==> src/rtl/cfg_image_parser.sv <==
module cfg_image_parser #(
  parameter int AW     = 16,
  parameter int RD_LAT = 2,
  parameter int FCW    = 40
) (
  input  logic           clk,
  input  logic           rst_n,
  input  logic           start,
  input  logic [AW-1:0]  img_len,
  output logic           rd_en,
  output logic [AW-1:0]  rd_addr,
  input  logic [7:0]     rd_data,
  output logic           busy,
  output logic           done,
  output logic           err,
  output logic [2:0]     err_code,
  output logic [31:0]    payload_off,
  output logic [FCW-1:0] frame_count
);

  localparam int XW = ((AW > 32) ? AW : 32) + 2;
  localparam logic [7:0] ID_PAY  = 8'd8;
  localparam logic [7:0] ID_SIZE = 8'd5;
  localparam int HDR_AT  = 24;
  localparam int CNT_AT  = 55;
  localparam int REC_LEN = 9;
  localparam int FLD_W   = 22;
  localparam logic [2:0] E_CRC = 3'd1, E_OOB = 3'd2, E_NOPAY = 3'd3, E_NOSZ = 3'd4;

  typedef enum logic [3:0] {
    S_IDLE, S_CRC, S_HSZ, S_NREC, S_RID, S_RST, S_NCMP, S_CSZ, S_DONE, S_ERR
  } st_t;

  st_t            st;
  logic           wt;
  logic [AW-1:0]  len_q;
  logic [AW:0]    ia, rc;
  logic [15:0]    crc;
  logic [7:0]     hsz, nrec, rec;
  logic [1:0]     bi;
  logic           tgt, f_pay, f_sz;
  logic [31:0]    word, pstart, cstart;
  logic [15:0]    ncmp, ci;
  logic [FCW-1:0] sum;
  logic [2:0]     code;
  logic [RD_LAT-1:0] vq;

  function automatic logic [15:0] crc_step(input logic [15:0] c_in, input logic [7:0] b);
    logic [15:0] c;
    c = c_in ^ {8'h00, b};
    for (int k = 0; k < 8; k++)
      c = c[0] ? ((c >> 1) ^ 16'h8408) : (c >> 1);
    return c;
  endfunction

  logic [XW-1:0] ra, len_x, rec_base, cbit;
  logic          sgl_st, rd_sgl, dv, rec_last;
  logic [31:0]   word_n, shifted;
  logic [15:0]   crc_n;
  logic [15:0]   ncmp_n;

  assign len_x    = XW'(len_q);
  assign rec_base = XW'(hsz) + XW'(rec) * XW'(REC_LEN);
  assign cbit     = XW'(ci) * XW'(FLD_W);
  assign sgl_st   = (st == S_HSZ) || (st == S_NREC) || (st == S_RID) ||
                    (st == S_RST) || (st == S_NCMP) || (st == S_CSZ);

  always_comb begin
    case (st)
      S_HSZ:   ra = XW'(HDR_AT);
      S_NREC:  ra = XW'(hsz) - XW'(1);
      S_RID:   ra = rec_base;
      S_RST:   ra = rec_base + XW'(1) + XW'(bi);
      S_NCMP:  ra = XW'(CNT_AT) + XW'(bi);
      S_CSZ:   ra = XW'(cstart) + (cbit >> 3) + XW'(bi);
      default: ra = '0;
    endcase
  end

  assign rd_sgl   = sgl_st && !wt && (ra < len_x);
  assign rd_en    = ((st == S_CRC) && (ia < {1'b0, len_q})) || rd_sgl;
  assign rd_addr  = (st == S_CRC) ? ia[AW-1:0] : ra[AW-1:0];
  assign dv       = vq[RD_LAT-1];
  assign word_n   = {rd_data, word[31:8]};
  assign shifted  = word_n >> cbit[2:0];
  assign crc_n    = crc_step(crc, rd_data);
  assign ncmp_n   = {rd_data, ncmp[15:8]};
  assign rec_last = (rec == nrec - 8'd1);

  always_ff @(posedge clk) begin
    if (!rst_n) vq <= '0;
    else        vq <= (vq << 1) | RD_LAT'(rd_en);
  end

  always_ff @(posedge clk) begin
    if (!rst_n) begin
      st <= S_IDLE; wt <= 1'b0; len_q <= '0; ia <= '0; rc <= '0; crc <= '0;
      hsz <= '0; nrec <= '0; rec <= '0; bi <= '0; tgt <= 1'b0;
      f_pay <= 1'b0; f_sz <= 1'b0; word <= '0; pstart <= '0; cstart <= '0;
      ncmp <= '0; ci <= '0; sum <= '0; code <= '0;
    end else begin
      case (st)
        S_IDLE, S_DONE, S_ERR: begin
          if (start) begin
            len_q <= img_len; ia <= '0; rc <= '0; crc <= '0; code <= '0;
            f_pay <= 1'b0; f_sz <= 1'b0; sum <= '0; wt <= 1'b0; bi <= '0;
            pstart <= '0; cstart <= '0;
            st <= (img_len == '0) ? S_HSZ : S_CRC;
          end
        end
        S_CRC: begin
          if (rd_en) ia <= ia + 1'b1;
          if (dv) begin
            crc <= crc_n;
            rc  <= rc + 1'b1;
            if ((rc + 1'b1) == {1'b0, len_q}) begin
              if (crc_n == 16'h0) st <= S_HSZ;
              else begin st <= S_ERR; code <= E_CRC; end
            end
          end
        end
        default: begin
          if (!wt) begin
            if (ra >= len_x) begin st <= S_ERR; code <= E_OOB; end
            else wt <= 1'b1;
          end else if (dv) begin
            wt <= 1'b0;
            case (st)
              S_HSZ: begin hsz <= rd_data; st <= S_NREC; end
              S_NREC: begin
                nrec <= rd_data; rec <= '0;
                if (rd_data == 8'd0) begin st <= S_ERR; code <= E_NOPAY; end
                else st <= S_RID;
              end
              S_RID: begin
                if (rd_data == ID_PAY && !f_pay) begin
                  tgt <= 1'b0; bi <= '0; word <= '0; st <= S_RST;
                end else if (rd_data == ID_SIZE && !f_sz) begin
                  tgt <= 1'b1; bi <= '0; word <= '0; st <= S_RST;
                end else if (rec_last) begin
                  st <= S_ERR; code <= f_pay ? E_NOSZ : E_NOPAY;
                end else rec <= rec + 8'd1;
              end
              S_RST: begin
                word <= word_n; bi <= bi + 2'd1;
                if (bi == 2'd3) begin
                  if (!tgt) begin pstart <= word_n; f_pay <= 1'b1; end
                  else      begin cstart <= word_n; f_sz  <= 1'b1; end
                  if ((f_pay || !tgt) && (f_sz || tgt)) begin
                    st <= S_NCMP; bi <= '0;
                  end else if (rec_last) begin
                    st <= S_ERR; code <= (f_pay || !tgt) ? E_NOSZ : E_NOPAY;
                  end else begin
                    rec <= rec + 8'd1; st <= S_RID;
                  end
                end
              end
              S_NCMP: begin
                ncmp <= ncmp_n; bi <= bi + 2'd1;
                if (bi == 2'd1) begin
                  bi <= '0; ci <= '0;
                  st <= (ncmp_n == 16'd0) ? S_DONE : S_CSZ;
                end
              end
              S_CSZ: begin
                word <= word_n; bi <= bi + 2'd1;
                if (bi == 2'd3) begin
                  sum <= sum + FCW'(shifted[FLD_W-1:0]);
                  ci  <= ci + 16'd1;
                  if (ci == ncmp - 16'd1) st <= S_DONE;
                end
              end
              default: st <= S_ERR;
            endcase
          end
        end
      endcase
    end
  end

  assign busy        = !((st == S_IDLE) || (st == S_DONE) || (st == S_ERR));
  assign done        = (st == S_DONE);
  assign err         = (st == S_ERR);
  assign err_code    = code;
  assign payload_off = pstart;
  assign frame_count = sum;

  p_rd_inbounds_r7: assert property (@(posedge clk) disable iff (!rst_n)
    rd_en |-> (XW'(rd_addr) < XW'(len_q)));

  p_one_outstanding_r8: assert property (@(posedge clk) disable iff (!rst_n)
    (sgl_st && wt && !dv) |-> !rd_en);

  p_excl_r9: assert property (@(posedge clk) disable iff (!rst_n)
    !(done && err));

  p_hold_r9: assert property (@(posedge clk) disable iff (!rst_n)
    ((done || err) && !start) |=> ($stable(err_code) && $stable(frame_count) &&
                                   $stable(payload_off) && $stable(done) && $stable(err)));

  p_busy_ignore_r9: assert property (@(posedge clk) disable iff (!rst_n)
    (busy && start) |=> $stable(len_q));

  p_code_r10: assert property (@(posedge clk) disable iff (!rst_n)
    (err |-> (err_code >= 3'd1 && err_code <= 3'd4)) and (done |-> err_code == 3'd0));

endmodule

==> config.mk <==
export PLATFORM = sky130hd
export DESIGN_NAME = cfg_image_parser
export DESIGN_NICKNAME = d
export VERILOG_FILES = /design/src/rtl/cfg_image_parser.sv
export SDC_FILE = /design/constraint.sdc
export NUM_CORES = 1
export LEC_CHECK = 0
export BUFFER_PORTS_ARGS = -buffer_cell sky130_fd_sc_hd__buf_2
export CORE_MARGIN = 2
export CORE_UTILIZATION = 60
export CTS_CLUSTER_SIZE = 24
export DETAILED_ROUTE_END_ITERATION = 7
export GPL_ROUTABILITY_DRIVEN = 0
export PLACE_DENSITY = 0.82
export SLEW_MARGIN = 10
export SYNTH_ARGS = -nofsm -noshare
export SYNTH_HDL_FRONTEND = slang
export SYNTH_SLANG_ARGS = --single-unit
==> constraint.sdc <==
create_clock -name clk -period 8.4 [get_ports clk]
set_clock_uncertainty 0.05 [all_clocks]
set_input_delay 0.42 -clock clk [delete_from_list [all_inputs] [get_ports clk]]
set_output_delay 0.42 -clock clk [all_outputs]
set_load 0.005 [all_outputs]
### Yosys cells after proc, flatten, opt, wreduce, memory -nomap -nowiden

Index checks and enable logic that the tools add are counted.

* register bits after elaboration: 273
* output and inout bits: 95
* logic and storage cells: 273
* input port bits: 27

* multiplexer cells: 117
* shift-type cells: 1
* order comparisons: 3
* equal/unequal tests: 43
* $mul: 2
* bitwise operators: 12
* $add $sub $neg: 15
* reductions and logical operators: 59

Operator list (number)
* $mux W32: 13
* $mux W16: 13
* $pmux W34 S6: 1
* $mux W40: 5
* $pmux W32 S2: 3
* $pmux W40 S2: 1
* $mux W4: 18
* $pmux W17 S2: 2
* $pmux W16 S2: 2
* $mux W17: 3
* $logic_not A16 Y1: 3
* $mux W3: 16
* $add A40 B22 Y40: 1
* $mux W8: 5
* $add A17 B1 Y17 const B: 2
* $add A33 B2 Y34: 1
* $ge A34 B16 Y1: 1
* $lt A34 B16 Y1: 1
* $add A32 B18 Y33: 1
* $shr A32 B3 Y22: 1
* $ne A5 B2 Y1 const B: 5
* $not A2 Y3: 8
* $pmux W4 S6: 1
* $pmux W8 S3: 1
* 64 further kinds: 144

### Logic depth before layout (Yosys ltp)

Gate-level depths: netlist of run 1.

* word-level depth: 22
* gate-level depth with buffers: 33
* mapped depth without buffers: 33

### Worst setup path after synthesis of run 1

Ideal clock, no wire load.

* kind: register -> output
* start point: register ci[3]
* end point: output port rd_en
* cell stages (with the launch flop): 29
* setup slack: 1.895 ns
* arrival: 6.035 ns
* path buffers: 0
* required time: 7.930 ns
* cell sequence: dfxtp_1 ha_1 fa_1 ha_1 a21oi_1 o21ai_0 a211oi_1 o31ai_1 or4_1 o311ai_0 o21bai_1 a21oi_1 xnor2_1 ha_1 ha_1 a21oi_1 inv_1 nor2_1 xnor2_1 a21o_1 ha_1 a21oi_1 o21ai_0 nand2_1 nand3_1 nand4b_1 nor4b_4 a21oi_1 o21ai_1

* word-level cells in the longest chain between the ends: 7

RTL lines
* start, declared: RTL line 43 `logic [15:0] ncmp, ci;`
* start signal, assigned: RTL line 169 `ci <= ci + 16'd1;`
* $mul A16 B4 Y20: RTL line 64 `assign cbit = XW'(ci) * XW'(FLD_W);`
* $add A32 B18 Y33: RTL line 75 `S_CSZ: ra = XW'(cstart) + (cbit >> 3) + XW'(bi);`
* $add A33 B2 Y34: RTL line 75
* $pmux W34 S6: RTL line 69 `case (st)`
* $lt A34 B16 Y1: RTL line 80 `assign rd_sgl = sgl_st && !wt && (ra < len_x);`
* $logic_and A1 B1 Y1: RTL line 80
* $logic_or A1 B1 Y1: RTL line 81 `assign rd_en = ((st == S_CRC) && (ia < {1'b0, len_q})) || rd_sgl;`
* end, declared: RTL line 10 `output logic rd_en,`

No other way between the ends.

### Worst setup path after layout of run 1

* start point: register ci[1]
* end point: output port rd_en

The elaborated chain is that of the path after synthesis.

==> results of run 1 <==
power groups by stage:
stage / Clock (mW) / Sequential, mW / Combinational, mW
6_report: 1.38 / 1.29 / 0.264
5_1_grt: 1.44 / 1.29 / 0.285
4_1_cts: 1.39 / 1.29 / 0.258
3_5_place_dp: 0 / 1.32 / 0.255
3_3_place_gp: 0 / 1.32 / 0.249
2_1_floorplan: 0 / 1.31 / 0.188
sequential cells by signal, summed over array words and instances (netlist names), 2 cells and up:
name and cells:
bi 2, vq 2, frame_count 40, err_code 3, ci 16, hsz 8
len_q 16, nrec 8, ia 17, crc 16, st 4, rc 17
ncmp 16, word 24, cstart 32, rec 8, payload_off 32
final timing paths:
check | from | slack, ns | to | cells past startpoint
worst max-delay path | ci[1] | 0.29 | rd_en | 29
worst min-delay path | img_len[4] | 0.07 | len_q[4] | 3
worst max register to register | ci[1] | 1.10 | st[2] | 29
worst min register to register | vq[0] | 0.39 | vq[1] | 1
layer usage:
metal,share of wire,up-vias,routed length (um)
met5,0,-,0
met4,0.053,0,2870
met3,0.078,206,4240
met2,0.47,843,25500
met1,0.40,8480,22100
li1,-,8349,-
cells in the final DEF (no fill, tap or decap), drive strengths merged, types with 14 or more instances in the layout:
| cell type | n |
|---|---|
| and2 | 19 |
| buf | 134 |
| inv | 140 |
| nand4 | 28 |
| clkbuf | 40 |
| a21o | 32 |
| o21ai | 82 |
| mux4 | 22 |
| nand3 | 157 |
| nand2 | 304 |
| nor2b | 71 |
| ha | 154 |
| mux2i | 23 |
| and3 | 28 |
| nor4 | 22 |
| dfxtp | 265 |
| a211oi | 14 |
| nor2 | 152 |
| xnor2 | 116 |
| a22oi | 42 |
| nor3 | 36 |
| xor2 | 88 |
| a21boi | 134 |
| fa | 23 |
| a21oi | 81 |
tightest hold or removal path, delay by kind of cell:
kind | cells | cell delay, ns
AOI/OAI and AO/OA | 1 | 0.06
buffers and inverters | 1 | 0.10
and+or+nand+nor | 1 | 0.04
cell type report:
class	instances	area, um2
clock buffers	40	837
inverters	139	522
fillers	2548	10600
clock inverters	14	189
flip-flops and latches	265	5310
multi-input cells	1827	12900
repair buffers	134	718
well taps	402	503
cell usage after synthesis, drive strengths merged, types with 5 or more instances:
master | number | area, um2
or3 | 10 | 63.8
mux2i | 23 | 230
nand3b | 6 | 45.0
a21oi | 81 | 405
o22ai | 13 | 81.3
o21bai | 7 | 52.6
nor2 | 152 | 583
o21ai | 82 | 414
buf | 30 | 170
and4 | 6 | 52.6
xor2 | 88 | 778
nand4 | 28 | 190
or4 | 6 | 52.6
xnor2 | 116 | 1020
nor4 | 22 | 171
clkbuf | 94 | 353
nand3 | 157 | 796
nand2b | 11 | 68.8
ha | 154 | 1930
dfxtp | 265 | 5310
a21boi | 134 | 1010
and3 | 28 | 175
o21a | 13 | 97.6
a31oi | 9 | 56.3
a211o | 5 | 45.0
mux2 | 7 | 78.8
nor2b | 71 | 444
o211ai | 13 | 97.6
a21o | 32 | 240
a221oi | 9 | 78.8
inv | 139 | 522
a211oi | 14 | 105
nor3 | 36 | 185
nor4b | 6 | 80.1
nand2 | 304 | 1140
o31ai | 11 | 87.6
and2 | 19 | 119
mux4 | 22 | 495
or2 | 10 | 65.1
a22oi | 42 | 315
fa | 23 | 460
through the flow:
| stage | setup TNS (ns) | hold WS (ns) | cell area, um2 | util |
|---|---|---|---|---|
| 6_report | 0 | 0.0734 | 21000 | 0.665 |
| 5_1_grt | -0.0225 | 0.0830 | 21000 | 0.665 |
| 3_3_place_gp | 0 | 0.366 | 19900 | 0.630 |
| 2_1_floorplan | 0 | 0.362 | 19200 | - |
| 3_5_place_dp | 0 | 0.374 | 19900 | 0.630 |
| 4_1_cts | 0 | 0.0664 | 20900 | 0.663 |
what timing repair did:
action	CTS	global route
hold endpoints to repair	0	0
gates resized for setup	0	21
endpoints found under the setup margin	0	1
kinds of logic after synthesis:
group,count (synthesis),share of synthesized area
and+or+nand+nor,886,0.227
AOI/OAI and AO/OA,508,0.182
muxes,52,0.0419
buffers and inverters,264,0.0549
adders and majority gates,177,0.124
xor gates and xnor gates,204,0.0935
DFF,265,0.276
==> metrics, run 1 <==
DRC viols=0; delay-heaviest family, CP=compound AO/OA/AOI/OAI gates; GR Util met1=0.402; Placeable Area=31600 um2; critical path class=flip-flop to output pin; H-Tree Depth=1; Most used DFF post-synth=dfxtp_1; crit share post-route=0.965; layout cells sized above 1=0.111; Distinct cells, synth=94; syn nets=2560; Max Slew Vio Count=0; Final min period=8.11 ns; Crit path required time=7.93 ns; headroom to the max-slew limit=0.188; Detailed Route WL=around 55 mm; cell area power density=140 nW/um2; area of the die=33400 um2; Worst setup EP type=output pin; die width=about 180 um; Die Y=183 um; logic gate share of total power=0.090; worst-margin pin slew=about 1.2 ns; Root Driver=clkbuf_16; grt total ovfl=0; CP max stage cell=fa_1; clk_lat worst skew=0.57 ns; hold buffer count at CTS=0; clock sink total=265; first-pass GRT wire length=87.1 mm; via count=about 18000; GR peak layer=met2; VDD IR max=0.000156 V; Buffers & Inverters on Critical Path=1; vias in the first global route=17157; FFs w/ async S/R, synth=0; Pleak=9.01 nW; dpl ws=around 0.75 ns; Netlist Area Pre-Place=19200 um2; Overall Power=2.94 mW; Post-CTS Setup Inserts=0; cell internal pwr=roughly 2.2 mW; Synthesis Warnings=0; Seq/Total Area, Yosys=0.276; Synth Register Bits=265; DP Wirelength=between 30 and 40 mm; largest net degree at the start of global routing=103; Syn Inst Count=2356; number of enable-type register cells in the synthesized netlist=0; final hold vios=0; Port Buffer Count=~120; Pre-antenna DRT Iters=6; final worst slack=0.290 ns; Sw Pwr=759 uW; Final Setup Violations=0; Non-Filler Instances=2821; Setup crit start kind=flip-flop; sequential power share=0.441; Hold Crit Class=input port to flip-flop; CP dominant cell by count=ha_1; CTS buffer count=29; DR iter-0 viols=1621; initial antenna violation count=0; grt met2 use=0.528; WL/cell=19.4 um; Switching Share=0.258; dpl cells=2767; Starting Density=0.608; vias per cell=6.34; Site Rows=65; Synth-to-Final Area Change=9.37%; TritonCTS clock tree=built; outcome=finished, final reports clean; # IOs=122; Max Freq=0.123 GHz; Clock Path Buffers=3; Worst Path Max Fanout=5; Post-DRT Antenna Nets=0; GRT Util Overall=0.316; # Max-Cap Violations=0; met3 Track Usage GR=0.0483; Layout Nets=2600; CP max stage delay=around 0.46 ns; Antenna Diode Count=0; syn avg cell area=8.15 um2; Reg clk slew, reported paths=~0.07 ns; Arr. time, crit path=7.64 ns; Clk pwr share=0.469
(Power assumes the default switching activity.)
==> run 2: changes to the inputs <==
--- a/config.mk
+++ b/config.mk
@@ -6,7 +6,6 @@
 export NUM_CORES = 1
 export LEC_CHECK = 0
 export BUFFER_PORTS_ARGS = -buffer_cell sky130_fd_sc_hd__buf_2
-export CORE_MARGIN = 2
 export CORE_UTILIZATION = 60
 export CTS_CLUSTER_SIZE = 24
 export DETAILED_ROUTE_END_ITERATION = 7
==> run 2 against run 1 <==
Worst setup slack improved by 0.061 ns; via count barely moved; non-clock buffer count rose by 2; largest power group unchanged; routed wire length is 1.5% lower; largest cell class unchanged; sequential cell count unchanged.
==> metrics, run 2 (same netlist as run 1, synthesis figures left out) <==
via count=17873; final hold vios=0; crit share post-route=0.958; VDD IR max=0.000156 V; reg2reg path depth=34; Synth-to-Final Area Change=9.33%; CP max stage cell=dfxtp_1; initial antenna violation count=1; Clock Path Buffers=3; Max Freq=roughly 0.12 GHz; Starting Density=0.608; dpl cells=2766; H-Tree Depth=1; Max Slew Vio Count=0; largest net degree at the start of global routing=83; vias in the first global route=17009; Setup crit start kind=flip-flop; DP Wirelength=39.1 mm; CP startpoint=ci[2]; hold buffer count at CTS=0; cell area power density=139 nW/um2; WHS=just under 0.09 ns; Pleak=between 9 and 10 nW; Final min period=8.05 ns; area of the die=32700 um2; CTS buffer count=29; GRT Util Overall=0.317; worst r2r src=ci[2]; Die Y=181 um; vias per cell=6.33; commonest non-fill, non-tap cell in the layout=nand2_1; DRC viols=0; headroom to the max-slew limit=0.159; Root Driver=clkbuf_16; DR iter-0 viols=1552; Final Setup Violations=0; grt total ovfl=0; most frequent cells in the layout=nand2_1, dfxtp_1, nand3_1; Non-Filler Instances=about 2800; Sw Pwr=~730 uW; Pre-antenna DRT Iters=8; clk_lat worst skew=0.55 ns; delay-heaviest family, CP=compound AO/OA/AOI/OAI gates; die width=181 um; CP dominant cell by count=ha_1; Reg clk slew, reported paths=approximately 0.060 ns; first-pass GRT wire length=85.8 mm; clock sink total=265; Buffers & Inverters on Critical Path=2; Clk pwr share=0.464; Post-DRT Antenna Nets=0; logic gate share of total power=0.093; Site Rows=65; sequential power share=0.443; Layout Nets=2602; layout cells sized above 1=0.111; outcome=finished, final reports clean; Reg-to-Reg End=st[2]; WL/cell=19.1 um; CP max stage delay=0.47 ns; Crit path required time=7.93 ns; # Max-Cap Violations=0; Port Buffer Count=121; Placeable Area=around 32000 um2; Arr. time, crit path=7.58 ns; Detailed Route WL=53.8 mm; Worst setup EP type=output pin; Switching Share=0.252; crit path to=rd_en; critical path class=flip-flop to output pin; cell internal pwr=2.18 mW; WP depth=33; Hold Crit Class=input port to flip-flop; Setup TNS=0 ns; worst-margin pin slew=1.26 ns; # IOs=approximately 120; Worst Path Max Fanout=6; TritonCTS clock tree=built; flop2flop setup slack=1.05 ns; number of flip-flops under the largest register name=40
-- run 2: how the worst min path moves through the flow --
stage,start,end,slack [ns],cells after the start
after floorplan,vq[0],vq[1],0.36,1
after detailed placement,vq[0],vq[1],0.39,1
after global routing,img_len[3],len_q[3],0.1,3
final,img_len[3],len_q[3],0.09,3
after CTS,img_len[9],len_q[9],0.08,3
after global placement,vq[0],vq[1],0.37,1
-- run 2: area by class of cell --
type	count	area, um2
diodes	1	2.50
flip-flops and latches	265	5310
clock buffers	37	796
fillers	2565	10600
inverters	139	522
well taps	402	503
multi-input cells	1827	12900
repair buffers	136	727
clock inverters	15	214
-- run 2: metal layers --
layer,GRT usage,up-vias,share of wire
met5,0,-,0
met4,0.146,0,0.047
met3,0.0433,201,0.085
met2,0.529,906,0.47
met1,0.406,8431,0.40
li1,-,8335,-
-- run 2: what timing repair did --
item | 4_1_cts | 5_1_grt
endpoints found under the hold margin | 0 | 0
gates resized for setup | 0 | 17
setup buffers | 0 | 3
endpoints found under the setup margin | 0 | 1
-- run 2: worst register-to-register path, delay by kind of cell (launching register included) --
family | cells | cell delay (ns)
compound gates | 15 | 2.36
fa+ha+maj | 6 | 1.95
simple gates | 8 | 1.48
xor+xnor | 2 | 0.51
flops | 1 | 0.47
mux | 1 | 0.25
buf+inv | 2 | 0.22
-- run 2: power by group through the flow --
stage          Sequential [mW]  Combinational, mW  Clock, mW
2_1_floorplan             1.31              0.188          0
3_3_place_gp              1.32              0.247          0
3_5_place_dp              1.32              0.253          0
4_1_cts                   1.29              0.256       1.37
5_1_grt                   1.29              0.290       1.41
6_report                  1.29              0.271       1.35
-- run 2: stage by stage --
stage          area (um2)   util  power [mW]  setup WS, ns
4_1_cts             20900  0.662        2.91         0.192
2_1_floorplan       19200      -        1.50          1.90
3_5_place_dp        19900  0.630        1.57         0.774
6_report            21000  0.665        2.92         0.351
5_1_grt             21000  0.665        3.00       -0.0223
3_3_place_gp        19900  0.630        1.57         0.988
